### config.mk
export PLATFORM = sky130hd
export DESIGN_NAME = prio_irq_ctrl
export DESIGN_NICKNAME = d
export VERILOG_FILES = /design/src/rtl/pic_pkg.sv /design/src/rtl/pic_prio_regs.sv /design/src/rtl/pic_arbiter.sv /design/src/rtl/pic_present.sv /design/src/rtl/prio_irq_ctrl.sv
export SDC_FILE = /design/constraint.sdc
export NUM_CORES = 1
export LEC_CHECK = 0
export CAP_MARGIN = 10
export CELL_PAD_IN_SITES_DETAIL_PLACEMENT = 0
export CELL_PAD_IN_SITES_GLOBAL_PLACEMENT = 1
export CORE_MARGIN = 2
export CORE_UTILIZATION = 35
export CTS_BUF_LIST = sky130_fd_sc_hd__clkbuf_4 sky130_fd_sc_hd__clkbuf_8 sky130_fd_sc_hd__clkbuf_16
export DETAILED_ROUTE_END_ITERATION = 10
export GPL_TIMING_DRIVEN = 0
export PLACE_DENSITY_LB_ADDON = 0.1
export SYNTH_ARGS = -nofsm -noshare
export SYNTH_HDL_FRONTEND = slang
export SYNTH_SLANG_ARGS = --single-unit
### constraint.sdc
create_clock -name clk -period 20.9 [get_ports clk]
set_input_delay 3.135 -clock clk [delete_from_list [all_inputs] [get_ports clk]]
set_output_delay 3.135 -clock clk [all_outputs]
set_load 0.02 [all_outputs]
### src/rtl/pic_pkg.sv
package pic_pkg;
  localparam int LVL_W = 4;
  typedef logic [LVL_W-1:0] lvl_t;
endpackage

### src/rtl/pic_prio_regs.sv
// Priority field storage: one 4-bit level per source group, packed
// REG_W/4 fields to a register, written and read through one address.
module pic_prio_regs
  import pic_pkg::*;
#(
  parameter int N_GRP = 6,
  parameter int REG_W = 16,
  parameter int RA_W  = 4
) (
  input  logic                   clk,
  input  logic                   rst,
  input  logic                   we,
  input  logic [RA_W-1:0]        addr,
  input  logic [REG_W-1:0]       wdata,
  output logic [REG_W-1:0]       rdata,
  output logic [N_GRP*LVL_W-1:0] prio_flat
);
  localparam int FPR = REG_W / LVL_W;

  lvl_t fld_q [N_GRP];
  logic [REG_W-1:0] rd_n;

  for (genvar g = 0; g < N_GRP; g++) begin : g_fld
    always_ff @(posedge clk) begin
      if (rst) begin
        fld_q[g] <= '0;
      end else if (we && addr == RA_W'(g / FPR)) begin
        fld_q[g] <= wdata[(g % FPR)*LVL_W +: LVL_W];
      end
    end
    assign prio_flat[g*LVL_W +: LVL_W] = fld_q[g];
  end

  // Unmapped bits and unmapped addresses stay zero.
  always_comb begin
    rd_n = '0;
    for (int g = 0; g < N_GRP; g++) begin
      if (addr == RA_W'(g / FPR)) rd_n[(g % FPR)*LVL_W +: LVL_W] = fld_q[g];
    end
  end

  always_ff @(posedge clk) begin
    if (rst) rdata <= '0;
    else     rdata <= rd_n;
  end
endmodule

### src/rtl/pic_arbiter.sv
// Finds the pending source with the highest level. The scan runs upward
// and replaces the leader only on a strictly higher level, so the lowest
// index wins every tie. Level 0 can never beat the start value of 0.
module pic_arbiter
  import pic_pkg::*;
#(
  parameter int N_SRC = 12,
  parameter int N_GRP = 6,
  parameter int SPG   = 2,
  parameter int IDX_W = 4
) (
  input  logic [N_SRC-1:0]       req,
  input  logic [N_GRP*LVL_W-1:0] prio_flat,
  input  lvl_t                   mask,
  output logic                   win_ok,
  output logic [IDX_W-1:0]       win_idx,
  output lvl_t                   win_lvl
);
  lvl_t lvl_src [N_SRC];

  for (genvar i = 0; i < N_SRC; i++) begin : g_lvl
    assign lvl_src[i] = prio_flat[(i / SPG)*LVL_W +: LVL_W];
  end

  always_comb begin
    win_lvl = '0;
    win_idx = '0;
    for (int i = 0; i < N_SRC; i++) begin
      if (req[i] && lvl_src[i] > win_lvl) begin
        win_lvl = lvl_src[i];
        win_idx = IDX_W'(i);
      end
    end
    win_ok = win_lvl > mask;
  end
endmodule

### src/rtl/pic_present.sv
// Presentation register: loads the winner while idle and holds it until
// the CPU accepts.
module pic_present
  import pic_pkg::*;
#(
  parameter int IDX_W    = 4,
  parameter int VEC_W    = 8,
  parameter int VEC_BASE = 64
) (
  input  logic               clk,
  input  logic               rst,
  input  logic               win_ok,
  input  logic [IDX_W-1:0]   win_idx,
  input  lvl_t               win_lvl,
  input  logic               accept,
  output logic               valid,
  output logic [VEC_W-1:0]   vector,
  output logic [VEC_W+1:0]   vaddr,
  output lvl_t               level
);
  logic [VEC_W-1:0] vec_n;
  assign vec_n = VEC_W'(VEC_BASE) + VEC_W'(win_idx);

  always_ff @(posedge clk) begin
    if (rst) begin
      valid  <= 1'b0;
      vector <= '0;
      vaddr  <= '0;
      level  <= '0;
    end else if (valid) begin
      if (accept) valid <= 1'b0;
    end else if (win_ok) begin
      valid  <= 1'b1;
      vector <= vec_n;
      vaddr  <= {vec_n, 2'b00};
      level  <= win_lvl;
    end
  end
endmodule

### src/rtl/prio_irq_ctrl.sv
module prio_irq_ctrl
  import pic_pkg::*;
#(
  parameter int N_SRC    = 12,
  parameter int N_GRP    = 6,
  parameter int REG_W    = 16,
  parameter int RA_W     = 4,
  parameter int VEC_W    = 8,
  parameter int VEC_BASE = 64
) (
  input  logic             clk,
  input  logic             rst,
  input  logic             reg_we,
  input  logic [RA_W-1:0]  reg_addr,
  input  logic [REG_W-1:0] reg_wdata,
  output logic [REG_W-1:0] reg_rdata,
  input  logic [N_SRC-1:0] irq_req,
  input  logic [3:0]       cpu_mask,
  input  logic             irq_accept,
  output logic             irq_valid,
  output logic [VEC_W-1:0] irq_vector,
  output logic [VEC_W+1:0] irq_vaddr,
  output logic [3:0]       irq_level
);
  localparam int SPG   = (N_SRC + N_GRP - 1) / N_GRP;
  localparam int IDX_W = (N_SRC > 1) ? $clog2(N_SRC) : 1;

  logic [N_GRP*LVL_W-1:0] prio_flat;
  logic                   win_ok;
  logic [IDX_W-1:0]       win_idx;
  lvl_t                   win_lvl;

  pic_prio_regs #(.N_GRP(N_GRP), .REG_W(REG_W), .RA_W(RA_W)) u_regs (
    .clk(clk), .rst(rst), .we(reg_we), .addr(reg_addr), .wdata(reg_wdata),
    .rdata(reg_rdata), .prio_flat(prio_flat)
  );

  pic_arbiter #(.N_SRC(N_SRC), .N_GRP(N_GRP), .SPG(SPG), .IDX_W(IDX_W)) u_arb (
    .req(irq_req), .prio_flat(prio_flat), .mask(cpu_mask),
    .win_ok(win_ok), .win_idx(win_idx), .win_lvl(win_lvl)
  );

  pic_present #(.IDX_W(IDX_W), .VEC_W(VEC_W), .VEC_BASE(VEC_BASE)) u_pres (
    .clk(clk), .rst(rst), .win_ok(win_ok), .win_idx(win_idx), .win_lvl(win_lvl),
    .accept(irq_accept), .valid(irq_valid), .vector(irq_vector),
    .vaddr(irq_vaddr), .level(irq_level)
  );
endmodule

After elaboration in Yosys (flattened, before gate mapping)
Memories as Yosys holds them, arrays and structs flattened.
Index checks and enable logic that the tools add are counted.
{"block": "op_classes", "n_addsub": 1, "reduce_logical": 17, "eq_ne": 1, "muxes": 44, "n_bitwise": 8, "order_cmp": 13}
{"operator": "2-to-1 mux 4 bit", "count": 26}
{"operator": "greater-than comparator 4 bit", "count": 12}
{"operator": "logical AND 1 bit", "count": 14}
{"operator": "2-to-1 mux 1 bit", "count": 12}
{"operator": "2-to-1 mux 3 bit", "count": 4}
{"operator": "adder 7 x 4 -> 8 bit, first input constant", "count": 1}
{"operator": "OR 1 bit", "count": 6}
{"operator": "equality test 4 x 1 -> 1 bit, second input constant", "count": 1}
{"operator": "greater-than comparator 4 x 1 -> 1 bit, second input constant", "count": 1}
{"operator": "zero test 4 bit", "count": 1}
{"operator": "2-to-1 mux 2 bit", "count": 2}
{"operator": "inverter 1 bit", "count": 2}
{"operator": "AND reduction 2 bit", "count": 1}
{"operator": "OR reduction 2 bit", "count": 1}
{"block": "totals", "wordCells": 90, "ramBits": 24, "n_memories": 1, "out_inout_bits": 39, "in_bits": 40, "ff_bits": 29}
{"name": "u_regs.fld_q", "depth": 6, "word_bits": 4, "read_ports": 6, "rd_clocked_by_memory_dff": 0, "write_ports": 6, "line": "pic_prio_regs.sv:20", "source": "lvl_t fld_q [N_GRP];"}

Longest topological paths before layout
An unclocked memory read counts as a cell.
{"block": "depth", "ltp_word": 40, "depth_mapped": 95, "depth_no_buf": 92}

By module
From an unflattened synthesis, not the netlist that was laid out.
{"block": "hier_totals", "cells_unflattened": 490, "area_unflattened_um2": 4448.0}
{"mod": "pic_arbiter", "cells_each": 303, "n_inst": 1, "area_per_inst_um2": 2179.6, "seq_area_each_um2": 0.0}
{"mod": "pic_prio_regs", "cells_each": 131, "n_inst": 1, "area_per_inst_um2": 1726.7, "seq_area_each_um2": 1041.0}
{"mod": "pic_present", "cells_each": 56, "n_inst": 1, "area_per_inst_um2": 541.8, "seq_area_each_um2": 200.2}

Worst setup path before layout
No wires, ideal clock.
{"block": "synth_timing", "kind": "input to register", "from": "input port irq_req[0]", "to": "register u_pres.level[2]", "path_buffers": 3, "path_slack_ps": 1214, "stages": 89, "setup_time_ps": 133, "arrival_time_ps": 19553, "required_ps": 20767, "cell_sequence": "o21ai_0 > ha_1 > nor2b_1 > o31ai_2 > a21oi_1 > a21oi_1 > nand2b_1 > mux2_2 > ha_1 > nor2b_1 > o221ai_1 > o21ba_2 > a21oi_1 > o21ai_1 > mux2_2 > ha_1 > nand2b_1 > a21oi_1 > (+53 left out) > buf_2 > mux2i_1 > ha_1 > a21oi_1 > o22ai_1 > o221a_2 > a21oi_2 > mux2_2 > ha_1 > nor2b_1 > o21a_1 > o21a_1 > o21ai_1 > nor2_1 > nand2_1 > nor2_1 > a31oi_1 > a31oi_1"}
{"block": "synth_via", "elab_chain_len": 37}
{"item": "start: declaration", "line": "prio_irq_ctrl.sv:17", "source": "input logic [N_SRC-1:0] irq_req,"}
{"item": "logical AND 1 bit *", "line": "pic_arbiter.sv:29", "source": "if (req[i] && lvl_src[i] > win_lvl) begin"}
{"item": "2-to-1 mux 4 bit *", "line": "pic_arbiter.sv:29"}
{"item": "greater-than comparator 4 bit", "line": "pic_arbiter.sv:29"}
{"item": "logical AND 1 bit", "line": "pic_arbiter.sv:29"}
{"item": "2-to-1 mux 4 bit *", "line": "pic_arbiter.sv:29"}
{"item": "greater-than comparator 4 bit", "line": "pic_arbiter.sv:29"}
{"item": "logical AND 1 bit", "line": "pic_arbiter.sv:29"}
{"item": "2-to-1 mux 4 bit *", "line": "pic_arbiter.sv:29"}
{"item": "(+22 left out)"}
{"item": "logical AND 1 bit", "line": "pic_arbiter.sv:29"}
{"item": "2-to-1 mux 4 bit *", "line": "pic_arbiter.sv:29"}
{"item": "greater-than comparator 4 bit", "line": "pic_arbiter.sv:29"}
{"item": "logical AND 1 bit", "line": "pic_arbiter.sv:29"}
{"item": "2-to-1 mux 4 bit *", "line": "pic_arbiter.sv:29"}
{"item": "via u_arb.win_lvl[1]", "line": "pic_arbiter.sv:17", "source": "output lvl_t win_lvl"}
{"item": "greater-than comparator 4 bit *", "line": "pic_arbiter.sv:34", "source": "win_ok = win_lvl > mask;"}
{"item": "AND reduction 2 bit (no source line) *"}
{"item": "end signal: assignment", "line": "pic_present.sv:36", "source": "level <= win_lvl;"}
{"item": "end: declaration", "line": "pic_present.sv:19", "source": "output lvl_t level"}
The timed path passes the listed nets; every way through them passes the cells marked *.
A chain may end at the register's enable or synchronous reset.

Worst setup path in the final report
{"block": "layout_timing", "from": "input port irq_req[1]", "to": "register u_pres.level[1]"}
{"block": "layout_via", "elab_chain_len": 34}
{"item": "logical AND 1 bit *", "line": "pic_arbiter.sv:29"}
{"item": "2-to-1 mux 4 bit *", "line": "pic_arbiter.sv:29"}
{"item": "greater-than comparator 4 bit", "line": "pic_arbiter.sv:29"}
{"item": "logical AND 1 bit", "line": "pic_arbiter.sv:29"}
{"item": "2-to-1 mux 4 bit *", "line": "pic_arbiter.sv:29"}
{"item": "greater-than comparator 4 bit", "line": "pic_arbiter.sv:29"}
{"item": "logical AND 1 bit", "line": "pic_arbiter.sv:29"}
{"item": "2-to-1 mux 4 bit *", "line": "pic_arbiter.sv:29"}
{"item": "(+19 left out)"}
{"item": "logical AND 1 bit", "line": "pic_arbiter.sv:29"}
{"item": "2-to-1 mux 4 bit *", "line": "pic_arbiter.sv:29"}
{"item": "greater-than comparator 4 bit", "line": "pic_arbiter.sv:29"}
{"item": "logical AND 1 bit", "line": "pic_arbiter.sv:29"}
{"item": "2-to-1 mux 4 bit *", "line": "pic_arbiter.sv:29"}
{"item": "via u_arb.win_lvl[1]", "line": "pic_arbiter.sv:17"}
{"item": "greater-than comparator 4 bit", "line": "pic_arbiter.sv:34"}
{"item": "AND reduction 2 bit (no source line)"}
Marks and branches as above.

==> out/results.tsv <==
stage	metric	value	unit
cells_and_area	fin_util	48.76	%
grt	grt_pass1_wl	19020	microns
routing	ant_nets	0	
timing	worst_slew_pin_slew	0.6441	ns
synth	synth_ff_type	dfxtp_1	
synth	synth_seq_cells	50	
cells_and_area	syn2layout_area_growth	36.80	%
power	power_frac_clock	11.0	%
run_status	status	finished, final reports clean	
synth	yosysTopAreaCellShare	17.78	%
die	io_pins	79	
setup_path	crit_top_cell	ha_1	
grt	grt.overflow.total	0	
cells_and_area	drive_gt1_share	21.82	%
grt	grt_pass1_vias	3753	
setup_path	cp_slowest_stage_delay	0.39	ns
synth	ys_top_cells_by_area	edfxtp_1 18%, dfxtp_1 13%, ha_1 11%	
setup_path	worstSetupStartpointType	input port	
die	start_util	35.64	%
power	pwr_density_cell	145.8	nW/um^2
synth	synth_area	4053	sq um
clock_network	ctsHoldBuffers	0	
placed_design	place_congestion	0.8330	
synth	syn-instance-count	463	
clock_network	htreeDepth	2	
routing	firstDrtPassIters	4	
cells_and_area	final-seq-area	1241	sq um
power	power_leakage	2.352	nW
cells_and_area	design_area	5544	sq um
timing	fin_crit	20.07	ns
power	power.share.switching	45.32	%
synth	yosysWarningCount	0	
synth	synthArstFlopShare	0	%
timing	hold_viol_final	0	
power	p_switching	366.3	uW
placed_design	dp_slack	-1.700	ns
clock_network	clock_sinks	50	
routing	vias	3817	
setup_path	critPathMaxFanout	9	
placed_design	dpl.cell_count	681	
clock_network	path_clk_slew	0.07	ns
synth	synth.most_common_cell	inv_1	
cells_and_area	fillCellCount	1144	
synth	synth_area_per_cell	8.753	sq um
die	core-area	11370	sq um
timing	skew	0.003963	ns
die	fp.dieW	111.6	microns
synth	yosysSeqAreaShare	30.63	%
setup_path	cp_slowest_cell	a311o_1	
clock_network	clockBufferDepth	2	
power	p_total	808.4	uW
grt	track_usage	19.14	%
synth	yosysTopAreaCell	edfxtp_1	
placed_design	dpl_cell_area	4938	sq um
timing	holdWs	0.4783	ns
setup_path	required	21.07	ns
clock_network	cts_made_buffers	5	
clock_network	cts_root_buf	clkbuf_16	
setup_path	worstSetupPathType	in -> reg	
routing	drt_iter0_markers	162	
synth	ys_types	69	
synth	synth_commonest_cells	40 x inv_1, 35 x ha_1, 34 x a21oi_1	
cells_and_area	multiInputGateArea	2773	sq um
placed_design	port-buffer-count	68	
power	power.internal	442.1	uW
timing	setup_viol	0	
timing	min_period_over_period	96.04	%
timing	slew_headroom	57.06	%
power	comb_power_share	74.1	%
cells_and_area	final_cells	716	
routing	routedWlPerCell	16.84	microns
power	pwr-share-seq	14.9	%
setup_path	end_kind	flip-flop	
setup_path	crit_arrival	20.24	ns
die	row_count	39	
timing	timing.final.ws_setup	0.8280	ns
timing	tns	0	ns
placed_design	place_hpwl	9163	microns
min_path	hold_class	reg -> reg	
grt	antenna_found_initial	0	
routing	vias_per_cell	5.331	
routing	drc	0	
routing	wl	12060	microns
cells_and_area	num_antenna_cells	0	
die	die_y	111.6	microns
power	max-vdd-ir-drop	81.13	uV
clock_network	cts_tree	built	
timing	timing.fmax	49.82	MHz
clock_network	clock_latency	0.30	ns
timing	slew_viol_final	0	
job	cap_violations	0	
cells_and_area	num-nets-final	647	
synth	synth_edf_count	24	
grt	grt_max_degree	17	
die	die-area	12460	sq um
==> logic make-up after synthesis <==
| logic type | after synthesis | share of synthesized area, % |
|---|---|---|
| fa+ha+maj | 36 | 11.05 |
| mux | 31 | 8.583 |
| buf+inv | 68 | 7.626 |
| other cells | 1 | 0.09253 |
| xor+xnor | 2 | 0.4323 |
| flops | 50 | 30.63 |
| simple gates | 142 | 17.88 |
| compound gates | 133 | 23.71 |
==> flip-flops by register name, indices dropped and copies added, names as in the netlist <==
register / flops
u_pres.valid: 1
u_regs.rdata: 16
u_pres.level: 4
u_regs.fld_q: 24
u_pres.vector: 5
==> critical path, delay by kind of cell <==
family | cells | cell delay [ns]
compound gates | 47 | 8.46
mux | 8 | 2.31
simple gates | 14 | 2.08
buf+inv | 9 | 0.91
fa+ha+maj | 12 | 3.32
==> final timing paths <==
path	endpoint	from	slack (ns)	cells past startpoint
setup / recovery	u_pres.level[1]	irq_req[1]	0.83	90
hold / removal	u_pres.level[2]	u_pres.level[2]	0.48	2
setup reg to reg	u_pres.level[1]	u_regs.fld_q[0][5]	3.40	88
hold reg to reg	u_pres.level[2]	u_pres.level[2]	0.48	2
==> cells in the final DEF, fill, tap and decap left out, types with 7 or more instances in the layout <==
cell	synthesis	final
clkdlybuf4s50_1	0	66
buf_4	14	43
inv_1	40	40
ha_1	35	34
nor2_1	30	28
nand2_1	28	27
a21oi_1	34	26
dfxtp_1	26	26
edfxtp_1	24	24
and3_1	22	22
nand3_1	14	14
and2_1	14	14
mux2i_1	13	12
o21a_1	12	11
o21ai_0	15	11
mux2_2	13	11
a21oi_2	4	10
nor3_1	10	9
clkbuf_1	10	8
conb_1	1	8
a31oi_1	8	7
==> layout make-up <==
class	instances	area share, %
Buffer	28	3.114
Tap cell	143	3.227
Clock buffer	6	2.505
Inverter	40	2.708
Sequential cell	50	22.39
Clock inverter	2	0.2934
Multi-Input combinational cell	352	50.01
Timing Repair Buffer	95	15.75
==> routing by layer <==
layer	wire length, microns	up-vias	GRT usage, %
met4	252	0	6.502
met5	0	-	0
met2	5382	79	29.80
met1	6049	1818	27.31
met3	371	18	2.722
li1	-	1902	-
==> power groups by stage <==
stage / logic (mW) / registers, mW / clock network [mW]
finish: 0.599 / 0.121 / 0.0885
global route: 0.658 / 0.122 / 0.0942
global placement: 0.444 / 0.123 / 0
floorplan: 0.336 / 0.127 / 0
CTS: 0.511 / 0.121 / 0.0897
detailed placement: 0.450 / 0.123 / 0
==> timing repair <==
action,in CTS,in global routing
endpoints found under the setup margin,10,10
resized for setup,26,39
buffers inserted,5,22
pin swaps,6,22
No activity file was read; power rests on OpenSTA's default activity.
